<file path="src/rtl/dsleep_pkg.sv">
package dsleep_pkg;

  typedef enum logic [1:0] {
    ST_AWAKE  = 2'd0,
    ST_GATE   = 2'd1,
    ST_SLEEP  = 2'd2,
    ST_SETTLE = 2'd3
  } pwr_st_e;

  localparam int ADDR_REG_DLY  = 0;
  localparam int ADDR_OSC_DLY  = 1;
  localparam int ADDR_CTL      = 2;
  localparam int OSC_STOP_BIT  = 9;

  // Settling length on exit: the regulator delay, widened to the oscillator
  // delay when the oscillator was actually stopped.
  function automatic logic [31:0] settle_len(input logic [31:0] reg_dly,
                                             input logic [31:0] osc_dly,
                                             input logic        osc_was_off);
    logic [31:0] len;
    len = reg_dly;
    if (osc_was_off && (osc_dly > reg_dly)) len = osc_dly;
    return len;
  endfunction

endpackage

</file>
<file path="src/rtl/dsleep_sync.sv">
module dsleep_sync #(
  parameter int STAGES = 2
) (
  input  logic clk,
  input  logic rst_n,
  input  logic d_async,
  output logic q_sync
);

  logic [STAGES-1:0] chain_q;

  generate
    genvar g;
    for (g = 0; g < STAGES; g++) begin : g_stage
      if (g == 0) begin : g_first
        always_ff @(posedge clk or negedge rst_n) begin
          if (!rst_n) chain_q[0] <= 1'b0;
          else        chain_q[0] <= d_async;
        end
      end else begin : g_next
        always_ff @(posedge clk or negedge rst_n) begin
          if (!rst_n) chain_q[g] <= 1'b0;
          else        chain_q[g] <= chain_q[g-1];
        end
      end
    end
  endgenerate

  assign q_sync = chain_q[STAGES-1];

endmodule

</file>
<file path="src/rtl/dsleep_cfg.sv">
module dsleep_cfg
  import dsleep_pkg::*;
#(
  parameter int DW    = 16,
  parameter int AW    = 2,
  parameter int DLY_W = 12
) (
  input  logic             clk,
  input  logic             rst_n,
  input  logic             we,
  input  logic [AW-1:0]    addr,
  input  logic [DW-1:0]    wdata,
  output logic [DLY_W-1:0] reg_dly,
  output logic [DLY_W-1:0] osc_dly,
  output logic             osc_stop_en
);

  localparam logic [AW-1:0] A_REG = AW'(ADDR_REG_DLY);
  localparam logic [AW-1:0] A_OSC = AW'(ADDR_OSC_DLY);
  localparam logic [AW-1:0] A_CTL = AW'(ADDR_CTL);

  logic [DLY_W-1:0] reg_dly_q;
  logic [DLY_W-1:0] osc_dly_q;
  logic             osc_en_q;

  logic wr_reg, wr_osc, wr_ctl;
  assign wr_reg = we && (addr == A_REG);
  assign wr_osc = we && (addr == A_OSC);
  assign wr_ctl = we && (addr == A_CTL);

  always_ff @(posedge clk or negedge rst_n) begin
    if (!rst_n) begin
      reg_dly_q <= '1;
      osc_dly_q <= '1;
      osc_en_q  <= 1'b0;
    end else begin
      if (wr_reg) reg_dly_q <= wdata[DLY_W-1:0];
      if (wr_osc) osc_dly_q <= wdata[DLY_W-1:0];
      if (wr_ctl) osc_en_q  <= wdata[OSC_STOP_BIT];
    end
  end

  assign reg_dly     = reg_dly_q;
  assign osc_dly     = osc_dly_q;
  assign osc_stop_en = osc_en_q;

endmodule

</file>
<file path="src/rtl/dsleep_fsm.sv">
module dsleep_fsm
  import dsleep_pkg::*;
#(
  parameter int DLY_W = 12
) (
  input  logic             clk,
  input  logic             rst_n,
  input  logic             idle,
  input  logic             wake_now,
  input  logic [DLY_W-1:0] reg_dly,
  input  logic [DLY_W-1:0] osc_dly,
  input  logic             osc_stop_en,
  output pwr_st_e          st,
  output logic             ev_gate,
  output logic             ev_abort,
  output logic             ev_exit,
  output logic             settle_done,
  output logic             core_clk_en,
  output logic             osc_stop,
  output logic             low_volt,
  output logic             wake_hs
);

  pwr_st_e          st_q, st_d;
  logic [DLY_W-1:0] cnt_q;
  logic             osc_off_q;
  logic             ev_sleep;

  assign ev_gate     = (st_q == ST_AWAKE) && idle;
  assign ev_sleep    = (st_q == ST_GATE) && !wake_now;
  assign ev_abort    = (st_q == ST_GATE) && wake_now;
  assign ev_exit     = (st_q == ST_SLEEP) && wake_now;
  assign settle_done = (st_q == ST_SETTLE) && (cnt_q == '0);

  always_comb begin
    st_d = st_q;
    unique case (st_q)
      ST_AWAKE:  if (ev_gate)     st_d = ST_GATE;
      ST_GATE:   st_d = ev_abort ? ST_SETTLE : ST_SLEEP;
      ST_SLEEP:  if (ev_exit)     st_d = ST_SETTLE;
      ST_SETTLE: if (settle_done) st_d = ST_AWAKE;
      default:   st_d = ST_AWAKE;
    endcase
  end

  always_ff @(posedge clk or negedge rst_n) begin
    if (!rst_n) begin
      st_q      <= ST_AWAKE;
      cnt_q     <= '0;
      osc_off_q <= 1'b0;
    end else begin
      st_q <= st_d;
      if (ev_abort) begin
        cnt_q <= reg_dly;
      end else if (ev_exit) begin
        cnt_q <= DLY_W'(settle_len(32'(reg_dly), 32'(osc_dly), osc_off_q));
      end else if ((st_q == ST_SETTLE) && (cnt_q != '0)) begin
        cnt_q <= cnt_q - 1'b1;
      end
      if (ev_sleep)     osc_off_q <= osc_stop_en;
      else if (ev_exit) osc_off_q <= 1'b0;
    end
  end

  assign st          = st_q;
  assign core_clk_en = (st_q == ST_AWAKE);
  assign wake_hs     = (st_q != ST_AWAKE);
  assign low_volt    = (st_q == ST_SLEEP);
  assign osc_stop    = osc_off_q;

endmodule

</file>
<file path="src/rtl/dsleep_seq.sv">
module dsleep_seq
  import dsleep_pkg::*;
#(
  parameter int DW          = 16,
  parameter int AW          = 2,
  parameter int DLY_W       = 12,
  parameter int SYNC_STAGES = 2
) (
  input  logic          clk,
  input  logic          rst_n,
  input  logic          cfg_we,
  input  logic [AW-1:0] cfg_addr,
  input  logic [DW-1:0] cfg_wdata,
  input  logic          idle_req,
  input  logic          wake_async,
  input  logic          clk_req,
  output logic          core_clk_en,
  output logic          osc_stop,
  output logic          low_volt,
  output logic          wake_hs
);

  logic [DLY_W-1:0] reg_dly;
  logic [DLY_W-1:0] osc_dly;
  logic             osc_stop_en;
  logic             wake_sync;
  logic             wake_now;
  pwr_st_e          st_q;
  logic             ev_gate, ev_abort, ev_exit, settle_done;

  dsleep_cfg #(.DW(DW), .AW(AW), .DLY_W(DLY_W)) u_cfg (
    .clk         (clk),
    .rst_n       (rst_n),
    .we          (cfg_we),
    .addr        (cfg_addr),
    .wdata       (cfg_wdata),
    .reg_dly     (reg_dly),
    .osc_dly     (osc_dly),
    .osc_stop_en (osc_stop_en)
  );

  dsleep_sync #(.STAGES(SYNC_STAGES)) u_sync (
    .clk     (clk),
    .rst_n   (rst_n),
    .d_async (wake_async),
    .q_sync  (wake_sync)
  );

  assign wake_now = wake_sync || clk_req;

  dsleep_fsm #(.DLY_W(DLY_W)) u_fsm (
    .clk         (clk),
    .rst_n       (rst_n),
    .idle        (idle_req),
    .wake_now    (wake_now),
    .reg_dly     (reg_dly),
    .osc_dly     (osc_dly),
    .osc_stop_en (osc_stop_en),
    .st          (st_q),
    .ev_gate     (ev_gate),
    .ev_abort    (ev_abort),
    .ev_exit     (ev_exit),
    .settle_done (settle_done),
    .core_clk_en (core_clk_en),
    .osc_stop    (osc_stop),
    .low_volt    (low_volt),
    .wake_hs     (wake_hs)
  );

endmodule

</file>
<file path="config.mk">
export PLATFORM = sky130hd
export DESIGN_NAME = dsleep_seq
export DESIGN_NICKNAME = d
export VERILOG_FILES = /design/src/rtl/dsleep_pkg.sv /design/src/rtl/dsleep_sync.sv /design/src/rtl/dsleep_cfg.sv /design/src/rtl/dsleep_fsm.sv /design/src/rtl/dsleep_seq.sv
export SDC_FILE = /design/constraint.sdc
export NUM_CORES = 1
export LEC_CHECK = 0
export ABC_CLOCK_PERIOD_IN_PS = 2800
export BUFFER_PORTS_ARGS = -buffer_cell sky130_fd_sc_hd__buf_2
export CAP_MARGIN = 20
export CORE_ASPECT_RATIO = 2
export CORE_MARGIN = 4
export CORE_UTILIZATION = 58
export CTS_CLUSTER_DIAMETER = 40
export CTS_CLUSTER_SIZE = 8
export DETAILED_ROUTE_END_ITERATION = 16
export PLACE_DENSITY = 0.84
export SLEW_MARGIN = 20
export SYNTH_ARGS = -nofsm -noshare
export SYNTH_HDL_FRONTEND = slang
export SYNTH_SLANG_ARGS = --single-unit
</file>
<file path="constraint.sdc">
create_clock -name clk -period 2.8 [get_ports clk]
set_input_delay 0.42 -clock clk [delete_from_list [all_inputs] [get_ports clk]]
set_output_delay 0.42 -clock clk [all_outputs]
set_load 0.01 [all_outputs]
</file>
==> flow_metrics.py, run 1 <==
metrics = {
    "route": {
        "viasPerCell": 6.25,
        "drt_first_iter_violations": 59,
        "routed_wl_mm": 5.69,
        "drc_errors": 0,
        "drt_first_pass_iters": 4,
        "drt-wirelength-per-cell_um": 17.1,
        "antenna_violating_nets_post_route": 0,
        "routed-via-count": 2075,
    },
    "worst_setup_path": {
        "crit_end": "u_fsm.cnt_q[10]",
        "startpoint_type": "register",
        "critical_path.max_fanout": 13,
        "element_type_at_the_critical_path_end": "register",
        "worstReg2RegStart": "u_cfg.reg_dly[5]",
        "start_point_of_the_critical_path": "u_cfg.reg_dly[5]",
        "critical_path_arrival_ns": 2.82,
        "worst-setup-path-type": "reg -> reg",
        "worst_r2r_endpoint": "u_fsm.cnt_q[10]",
        "required_ns": 2.98,
        "worst-r2r-setup-slack_ns": 0.16,
        "r2r_cells": 7,
    },
    "power_and_ir_drop": {
        "power_density_nw_per_um2": 955,
        "switching_fraction_of_total_power_pct": 40.8,
        "total_leakage_power_uw": 0.00119,
        "pwr-share-seq_pct": 38.5,
        "power.clock.fraction_pct": 15.0,
        "irDropWorstVdd_v": 0.000674,
        "p_comb_share_pct": 46.5,
        "power_switching_uw": 1090,
        "internal-power_uw": 1580,
    },
    "global_routing": {
        "antenna_found_initial": 0,
        "wire_length_of_the_first_global_routing_pass_mm": 9.68,
        "first_global_vias": 2116,
        "grt_start_max_net_pins": 43,
        "global_route.usage.total_pct": 23.5,
        "grt.overflow.total": 0,
    },
    "sta": {
        "finalHoldViolCount": 0,
        "finalSetupViolCount": 0,
        "finalCriticalPeriod_ns": 2.64,
        "timing.max_slew.rel_slack_pct": 29.9,
        "timing.clock.skew_ns": 0.00640,
        "finalMaxSlewViolations": 0,
        "worst_pin_slew_ns": 1.04,
        "finalCritPeriodShare_pct": 94.4,
        "timing.fmax_mhz": 378,
        "fin_setup_tns_ns": 0,
        "grt_setup_unrepaired": "no",
        "timing.hold.ws_ns": 0.230,
    },
    "cells_and_area": {
        "share_of_post_route_cells_with_drive_strength_above_1_pct": 31.4,
        "antennaDiodeCount": 0,
        "final.fill_count": 347,
        "design.final.nets": 320,
        "flow.area_growth_from_synthesis_pct": 10.8,
    },
    "die": {
        "dieWidth_um": 54.6,
        "floorplan.core_area_um2": 4170,
        "io_pins": 28,
        "floorplan.die_area_um2": 5530,
        "initial_core_util_pct": 60.5,
        "die_height_um": 101,
        "fp-row-count": 33,
    },
    "synthesis": {
        "synthesis.instances": 252,
        "synthArstFlopShare_pct": 100,
        "yosysUniqueCellTypes": 54,
        "avgSynthCellArea_um2": 10.0,
        "ys_ff_latch": 42,
        "ys_warn_count": 0,
        "synth_sequential_area_ratio_pct": 42.9,
        "post_synth_edffs": 0,
        "yosys_most_used_dff": "sky130_fd_sc_hd__dfstp_2",
        "mapped_cell_area_um2": 2520,
        "synth.net_count": 293,
    },
    "clock_tree": {
        "cts-buffers-inserted": 5,
        "cts_hold_buffers": 0,
        "tritoncts_num_sinks": 42,
        "clockBufferDepth": 2,
        "tritoncts": "yes",
        "cts_post_setup_buffers_inserted": 0,
        "worstSkewPairLatency_ns": 0.29,
        "cts_root_buffer": "sky130_fd_sc_hd__clkbuf_8",
        "worst_setup_hold_path_clk_slew_ns": 0.08,
        "cts_repair_resize_count": 0,
        "number_of_h_tree_levels": 2,
    },
    "place": {
        "portBuffers": 23,
        "place_hpwl_mm": 4.36,
        "routability_congestion_estimate": 0.881,
    },
    "status": {
        "run_status": "finished, final reports clean",
    },
    "flow_run": {
        "cap_viol_max_count": 0,
    },
    "min_path": {
        "timing.hold.worst.class": "in -> reg",
    },
}
[area by class of cell]
cell class	count	area [um^2]	share of cell area, %
Clock inverter	1	5.00	0.179
Clock buffer	7	86.3	3.09
Multi-Input combinational cell	181	1320	47.3
Timing Repair Buffer	29	160	5.73
Inverter	20	75.1	2.69
Tap cell	52	65.1	2.33
Sequential cell	42	1080	38.7
[cells in the final DEF, fill, tap and decap left out, types with 5 or more instances in the layout]
master,synthesis,layout
sky130_fd_sc_hd__clkbuf_8,0,6
sky130_fd_sc_hd__a21oi_1,15,15
sky130_fd_sc_hd__buf_2,0,23
sky130_fd_sc_hd__o21ai_0,30,30
sky130_fd_sc_hd__nand2_1,21,21
sky130_fd_sc_hd__mux2_2,15,15
sky130_fd_sc_hd__nor3_1,6,6
sky130_fd_sc_hd__dfstp_2,24,24
sky130_fd_sc_hd__buf_4,2,6
sky130_fd_sc_hd__ha_1,17,17
sky130_fd_sc_hd__nand3_1,5,5
sky130_fd_sc_hd__a22oi_1,5,5
sky130_fd_sc_hd__dfrtp_1,18,18
sky130_fd_sc_hd__inv_1,20,20
sky130_fd_sc_hd__nor2_1,9,9
[layer usage]
metal	GRT usage, %	routed length (um)
met4	11.1	228
met2	41.2	3130
met3	2.65	205
met5	0	0
met1	26.9	2130
[Yosys cell counts, types with 2 or more instances]
| library cell | instances | area share [%] |
|---|---|---|
| sky130_fd_sc_hd__a21o_1 | 3 | 0.89 |
| sky130_fd_sc_hd__a21oi_1 | 15 | 3.0 |
| sky130_fd_sc_hd__a22oi_1 | 5 | 1.5 |
| sky130_fd_sc_hd__a31oi_1 | 3 | 0.74 |
| sky130_fd_sc_hd__a32oi_1 | 2 | 0.69 |
| sky130_fd_sc_hd__and3_1 | 2 | 0.50 |
| sky130_fd_sc_hd__buf_4 | 2 | 0.60 |
| sky130_fd_sc_hd__clkbuf_1 | 5 | 0.74 |
| sky130_fd_sc_hd__dfrtp_1 | 18 | 18 |
| sky130_fd_sc_hd__dfstp_2 | 24 | 25 |
| sky130_fd_sc_hd__ha_1 | 17 | 8.4 |
| sky130_fd_sc_hd__inv_1 | 20 | 3.0 |
| sky130_fd_sc_hd__mux2_2 | 15 | 6.7 |
| sky130_fd_sc_hd__nand2_1 | 21 | 3.1 |
| sky130_fd_sc_hd__nand3_1 | 5 | 0.99 |
| sky130_fd_sc_hd__nand3b_1 | 2 | 0.60 |
| sky130_fd_sc_hd__nand4_1 | 4 | 0.99 |
| sky130_fd_sc_hd__nor2_1 | 9 | 1.3 |
| sky130_fd_sc_hd__nor3_1 | 6 | 1.2 |
| sky130_fd_sc_hd__nor3b_1 | 2 | 0.60 |
| sky130_fd_sc_hd__o21a_1 | 2 | 0.60 |
| sky130_fd_sc_hd__o21ai_0 | 30 | 6.0 |
| sky130_fd_sc_hd__o21ai_1 | 2 | 0.40 |
| sky130_fd_sc_hd__o22ai_1 | 2 | 0.50 |
| sky130_fd_sc_hd__o311ai_0 | 4 | 1.4 |
| sky130_fd_sc_hd__o31ai_1 | 3 | 0.89 |
| sky130_fd_sc_hd__xnor2_1 | 2 | 0.69 |
[state kept, by name, indices dropped and copies added (netlist names)]
| register | count |
|---|---|
| u_cfg.osc_dly | 12 |
| u_fsm.osc_stop | 1 |
| u_sync.chain_q | 1 |
| u_fsm.cnt_q | 12 |
| u_fsm.st | 2 |
| u_cfg.osc_stop_en | 1 |
| u_sync.q_sync | 1 |
| u_cfg.reg_dly | 12 |
[kinds of logic (layout without fill, tap and decap cells)]
kind of cell | after synthesis | after routing | share of synthesized area [%]
AOI/OAI and AO/OA | 83 | 83 | 22.1
and+or+nand+nor | 62 | 62 | 13.3
DFF | 42 | 42 | 42.9
buffers and inverters | 29 | 57 | 4.91
adders and majority gates | 17 | 17 | 8.44
muxes | 16 | 16 | 7.30
xor gates and xnor gates | 3 | 3 | 1.04
[stage by stage]
step / std cells / setup WS, ns / total power, uW / cell area, um^2 / util [%]
3_3_place_gp: 324 / 0.278 / 2210 / 2700 / 64.8
2_1_floorplan: 252 / 0.590 / 1910 / 2520 / -
6_report: 332 / 0.156 / 2670 / 2790 / 67.0
5_1_grt: 332 / 0.0465 / 2860 / 2790 / 67.0
4_1_cts: 332 / 0.175 / 2670 / 2790 / 67.0
3_5_place_dp: 324 / 0.232 / 2250 / 2700 / 64.8
[worst max-delay path, stage by stage (launching register included)]
cell and delay (ns):
sky130_fd_sc_hd__dfstp_2 0.56, sky130_fd_sc_hd__inv_1 0.07, sky130_fd_sc_hd__ha_1 0.30, sky130_fd_sc_hd__nand4_1 0.18
sky130_fd_sc_hd__or3_1 0.42, sky130_fd_sc_hd__a21oi_2 0.51, sky130_fd_sc_hd__a31oi_1 0.20, sky130_fd_sc_hd__o32a_1 0.31
[power groups by stage]
stage               Combinational, uW  Sequential, uW  Clock [uW]
CTS                              1240            1020         409
finish                           1240            1030         401
floorplan                         933             979           0
detailed placement               1220            1030           0
global placement                 1190            1020           0
global route                     1380            1050         431
[worst min-delay path by stage]
| stage | cells after the start | to | slack (ns) | start |
|---|---|---|---|---|
| after floorplan | 0 | u_cfg.osc_stop_en | 0.12 | rst_n |
| after global placement | 0 | u_sync.q_sync | 0.34 | u_sync.chain_q[0] |
| after detailed placement | 0 | u_sync.q_sync | 0.34 | u_sync.chain_q[0] |
| after CTS | 1 | u_sync.chain_q[0] | 0.23 | wake_async |
| after global routing | 1 | u_sync.chain_q[0] | 0.23 | wake_async |
| final | 1 | u_sync.chain_q[0] | 0.23 | wake_async |
Power figures use the tool's default switching activity.
==> run 2, diff against run 1 <==
Settings changed: CORE_UTILIZATION 58 to 59, CTS_BUF_LIST set to sky130_fd_sc_hd__clkbuf_4 sky130_fd_sc_hd__clkbuf_8, PLACE_DENSITY 0.84 to 0.85.
==> flow_metrics.py, run 2 (synthesized netlist as in run 1, its figures left out) <==
metrics = {
    "status": {
        "run_status": "finished, final reports clean",
    },
    "worst_setup_path": {
        "worst-r2r-setup-slack_ns": 0.19,
        "element_type_at_the_critical_path_end": "register",
        "critical_path.cell_chain": "inv_1 > ha_1 > and4b_1 > a211oi_1 > or3_1 > a21oi_2 > a31oi_1 > o32a_1",
        "crit_path_max_incr_delay_ns": 0.56,
        "required_ns": 2.99,
        "critical_path_arrival_ns": 2.80,
        "worst_path_max_delay_cell": "sky130_fd_sc_hd__dfstp_2",
        "startpoint_type": "register",
        "critical_path.max_fanout": 13,
        "worst-setup-path-type": "reg -> reg",
    },
    "clock_tree": {
        "tritoncts_num_sinks": 42,
        "cts_root_buffer": "sky130_fd_sc_hd__clkbuf_8",
        "cts_post_setup_buffers_inserted": 0,
        "worstSkewPairLatency_ns": 0.30,
        "cts_repair_resize_count": 0,
        "cts-buffers-inserted": 5,
        "cts_hold_buffers": 0,
        "number_of_h_tree_levels": 2,
        "clockBufferDepth": 2,
        "worst_setup_hold_path_clk_slew_ns": 0.08,
        "tritoncts": "yes",
    },
    "die": {
        "floorplan.core_area_um2": 4130,
        "floorplan.die_area_um2": 5450,
        "initial_core_util_pct": 61.1,
        "io_pins": 28,
        "dieWidth_um": 54.2,
        "fp-row-count": 33,
        "die_height_um": 100,
    },
    "sta": {
        "worst_slack_ns": 0.192,
        "fin_setup_tns_ns": 0,
        "worst_pin_slew_ns": 1.07,
        "finalCriticalPeriod_ns": 2.61,
        "timing.fmax_mhz": 383,
        "finalMaxSlewViolations": 0,
        "timing.clock.skew_ns": 0.00856,
        "finalHoldViolCount": 0,
        "timing.max_slew.rel_slack_pct": 28.3,
        "grt_setup_unrepaired": "no",
        "finalSetupViolCount": 0,
        "finalCritPeriodShare_pct": 93.2,
    },
    "route": {
        "drt-wirelength-per-cell_um": 16.6,
        "antenna_violating_nets_post_route": 0,
        "routed_wl_mm": 5.53,
        "viasPerCell": 6.17,
        "drc_errors": 0,
        "drt_first_pass_iters": 5,
        "routed-via-count": 2050,
        "drt_first_iter_violations": 53,
    },
    "place": {
        "portBuffers": 23,
        "dpl_cell_area_um2": 2700,
        "pre_cts_ws_ns": 0.224,
        "routability_congestion_estimate": 0.947,
        "place_hpwl_mm": 4.27,
    },
    "global_routing": {
        "wire_length_of_the_first_global_routing_pass_mm": 9.56,
        "grt.overflow.total": 0,
        "grt_start_max_net_pins": 43,
        "antenna_found_initial": 0,
        "global_route.usage.total_pct": 24.2,
        "first_global_vias": 2071,
    },
    "cells_and_area": {
        "multi_input_area_um2": 1320,
        "mostFrequentLayoutCell": "sky130_fd_sc_hd__o21ai_0",
        "mostFrequentLayoutCells": "30 x sky130_fd_sc_hd__o21ai_0, 24 x sky130_fd_sc_hd__dfstp_2, 23 x sky130_fd_sc_hd__buf_2",
        "final.fill_count": 340,
        "flow.area_growth_from_synthesis_pct": 10.8,
        "finalInstanceArea_um2": 2790,
        "design.final.nets": 320,
        "antennaDiodeCount": 0,
        "register_area_um2": 1080,
        "share_of_post_route_cells_with_drive_strength_above_1_pct": 31.8,
        "final_core_util_pct": 67.7,
    },
    "power_and_ir_drop": {
        "irDropWorstVdd_v": 0.000672,
        "total_leakage_power_uw": 0.00119,
        "p_total_uw": 2670,
        "power_density_nw_per_um2": 954,
    },
    "min_path": {
        "timing.hold.worst.class": "in -> reg",
    },
    "flow_run": {
        "cap_viol_max_count": 0,
    },
}
run 2: worst max-delay path: cells and delay by family (launching register included):
kind	cells	cell delay (ns)
compound gates	4	1.02
buf+inv	1	0.06
flops	1	0.56
simple gates	2	0.54
fa+ha+maj	1	0.31
run 2: metal layers:
metal | global-route usage, % | wire length [um] | vias up
met5 | 0 | 0 | -
met4 | 14.2 | 217 | 0
met3 | 3.71 | 236 | 17
met2 | 40.7 | 3070 | 58
met1 | 27.5 | 2000 | 988
li1 | - | - | 987
run 2: where the power goes:
| group | leakage (uW) | internal (uW) | switching (uW) | total [uW] |
|---|---|---|---|---|
| Combinational | 0.000676 | 546 | 685 | 1230 |
| Sequential | 0.000469 | 834 | 197 | 1030 |
| Clock | 0.0000498 | 206 | 198 | 404 |
| Total | 0.00119 | 1590 | 1080 | 2670 |
run 2: worst paths after layout:
check / cells past startpoint / end / from
setup reg to reg: 8 / u_fsm.cnt_q[10] / u_cfg.reg_dly[2]
min in group asynchronous: 1 / u_fsm.cnt_q[0] / rst_n
hold reg to reg: 0 / u_sync.q_sync / u_sync.chain_q[0]
max in group asynchronous: 1 / u_fsm.cnt_q[9] / rst_n
hold / removal: 1 / u_sync.chain_q[0] / wake_async
setup / recovery: 8 / u_fsm.cnt_q[10] / u_cfg.reg_dly[2]
run 2: area by class of cell:
type / count / share of cell area [%]
Timing Repair Buffer: 29 / 5.73
Tap cell: 52 / 2.33
Multi-Input combinational cell: 181 / 47.3
Sequential cell: 42 / 38.7
Clock buffer: 8 / 3.27
Inverter: 20 / 2.69
run 2: stage by stage:
| stage | hold slack [ns] | std cells |
|---|---|---|
| after floorplan | 0.124 | 252 |
| after global placement | 0.335 | 324 |
| after detailed placement | 0.367 | 324 |
| after CTS | 0.217 | 332 |
| after global routing | 0.216 | 332 |
| final | 0.224 | 332 |
==> run 3, diff against run 2 <==
Settings changed: CORE_UTILIZATION 59 to 35, PLACE_DENSITY 0.85 to 0.57, SYNTH_HIERARCHICAL set to 1.
==> flow_metrics.py, run 3 <==
metrics = {
    "cells_and_area": {
        "mostFrequentLayoutCell": "sky130_fd_sc_hd__mux2_2",
        "design.final.nets": 315,
        "final.fill_count": 699,
        "mostFrequentLayoutCells": "26 x sky130_fd_sc_hd__mux2_2, 24 x sky130_fd_sc_hd__dfstp_2, 24 x sky130_fd_sc_hd__inv_1",
        "antennaDiodeCount": 0,
        "share_of_post_route_cells_with_drive_strength_above_1_pct": 40.4,
        "final-instance-count-excl-fill": 365,
        "flow.area_growth_from_synthesis_pct": 16.2,
    },
    "power_and_ir_drop": {
        "power_density_nw_per_um2": 954,
        "total_leakage_power_uw": 0.00128,
        "irDropWorstVdd_v": 0.000372,
    },
    "route": {
        "viasPerCell": 5.36,
        "drc_errors": 0,
        "antenna_violating_nets_post_route": 0,
        "drt_first_iter_violations": 40,
        "routed-via-count": 1957,
        "drt_first_pass_iters": 4,
        "routed_wl_mm": 5.95,
        "drt-wirelength-per-cell_um": 16.3,
    },
    "die": {
        "dieWidth_um": 68.4,
        "io_pins": 28,
        "die_height_um": 129,
        "floorplan.core_area_um2": 7050,
        "fp-row-count": 43,
        "initial_core_util_pct": 36.3,
        "floorplan.die_area_um2": 8820,
    },
    "synthesis": {
        "avgSynthCellArea_um2": 10.9,
        "synth.net_count": 276,
        "mapped_cell_area_um2": 2560,
        "synthesis.instances": 235,
        "ys_warn_count": 6,
    },
    "place": {
        "routability_congestion_estimate": 0.842,
        "dp_cells": 357,
        "pre_cts_ws_ns": 0.0953,
        "place_hpwl_mm": 4.68,
        "portBuffers": 23,
    },
    "sta": {
        "finalCriticalPeriod_ns": 2.61,
        "timing.max_slew.rel_slack_pct": 36.8,
        "fin_setup_tns_ns": 0,
        "finalHoldViolCount": 0,
        "finalMaxSlewViolations": 0,
        "grt_setup_unrepaired": "no",
        "finalCritPeriodShare_pct": 93.4,
        "timing.clock.skew_ns": 0.00378,
        "timing.fmax_mhz": 382,
        "worst_slack_ns": 0.185,
        "worst_pin_slew_ns": 0.948,
        "finalSetupViolCount": 0,
    },
    "clock_tree": {
        "worstSkewPairLatency_ns": 0.30,
        "cts_repair_resize_count": 0,
        "tritoncts": "yes",
        "worst_setup_hold_path_clk_slew_ns": 0.08,
        "tritoncts_num_sinks": 42,
        "cts_root_buffer": "sky130_fd_sc_hd__clkbuf_8",
        "number_of_h_tree_levels": 2,
        "clockBufferDepth": 2,
        "cts-buffers-inserted": 5,
        "cts_hold_buffers": 0,
        "cts_post_setup_buffers_inserted": 0,
    },
    "worst_setup_path": {
        "worst-setup-path-type": "reg -> reg",
        "crit_path_max_incr_delay_ns": 0.55,
        "critical_path.cell_chain": "inv_1 > ha_1 > nand4_1 > or2_2 > nor3b_1 > buf_4 > or4_4 > o221a_2",
        "critical_path.n_buffers_inverters": 2,
        "critical_path.max_fanout": 7,
        "worst_path_max_delay_cell": "sky130_fd_sc_hd__dfstp_2",
        "required_ns": 2.99,
        "critical_path_arrival_ns": 2.80,
        "startpoint_type": "register",
        "element_type_at_the_critical_path_end": "register",
        "crit_family": "simple AND/OR/NAND/NOR gates",
    },
    "global_routing": {
        "global_route.usage.total_pct": 15.3,
        "grt_start_max_net_pins": 43,
        "first_global_vias": 2074,
        "wire_length_of_the_first_global_routing_pass_mm": 9.96,
        "antenna_found_initial": 0,
        "grt.overflow.total": 0,
    },
    "status": {
        "run_status": "finished, final reports clean",
    },
    "flow_run": {
        "cap_viol_max_count": 0,
    },
    "min_path": {
        "timing.hold.worst.class": "in -> reg",
    },
}
## run 3: per-stage QoR
step / total power, uW / hold WS (ns) / instance area [um^2] / utilization, %
after floorplan: 1920 / 0.124 / 2560 / -
after global placement: 2320 / 0.341 / 2850 / 40.5
after detailed placement: 2350 / 0.338 / 2850 / 40.5
after CTS: 2860 / 0.209 / 2970 / 42.1
after global routing: 3050 / 0.217 / 2970 / 42.1
final: 2830 / 0.222 / 2970 / 42.1
## run 3: worst paths after layout
| check | startpoint | endpoint | slack [ns] | cells after the start |
|---|---|---|---|---|
| min in group asynchronous | rst_n | u_sync/q_sync | 0.25 | 1 |
| max | u_cfg/reg_dly[10] | u_fsm/cnt_q[10] | 0.19 | 8 |
| max in group asynchronous | rst_n | u_fsm/st[1] | 1.94 | 1 |
| min | wake_async | u_sync/chain_q[0] | 0.22 | 1 |
| min reg2reg | u_sync/chain_q[0] | u_sync/q_sync | 0.35 | 0 |
| max reg2reg | u_cfg/reg_dly[10] | u_fsm/cnt_q[10] | 0.19 | 8 |
## run 3: final cells by class
| type | count | area [um^2] | area share [%] |
|---|---|---|---|
| multi-input combinational | 163 | 1340 | 45.3 |
| sequential | 42 | 1080 | 36.4 |
| inverter | 24 | 90.1 | 3.03 |
| tap | 90 | 113 | 3.79 |
| clock buffer | 7 | 83.8 | 2.82 |
| clock inverter | 1 | 30.0 | 1.01 |
| timing repair buffer | 38 | 228 | 7.67 |
## run 3: per-layer routing
| layer | vias up | GRT usage (%) | routed length (um) |
|---|---|---|---|
| li1 | 944 | - | - |
| met2 | 40 | 28.7 | 3350 |
| met5 | - | 0 | 0 |
| met1 | 960 | 15.4 | 2220 |
| met3 | 13 | 2.53 | 189 |
| met4 | 0 | 7.03 | 197 |
## run 3: power breakdown
part           total, uW  switching (uW)  leakage (uW)  internal [uW]
registers           1040             192      0.000466            843
clock network        494             208     0.0000593            286
logic               1300             686      0.000759            617
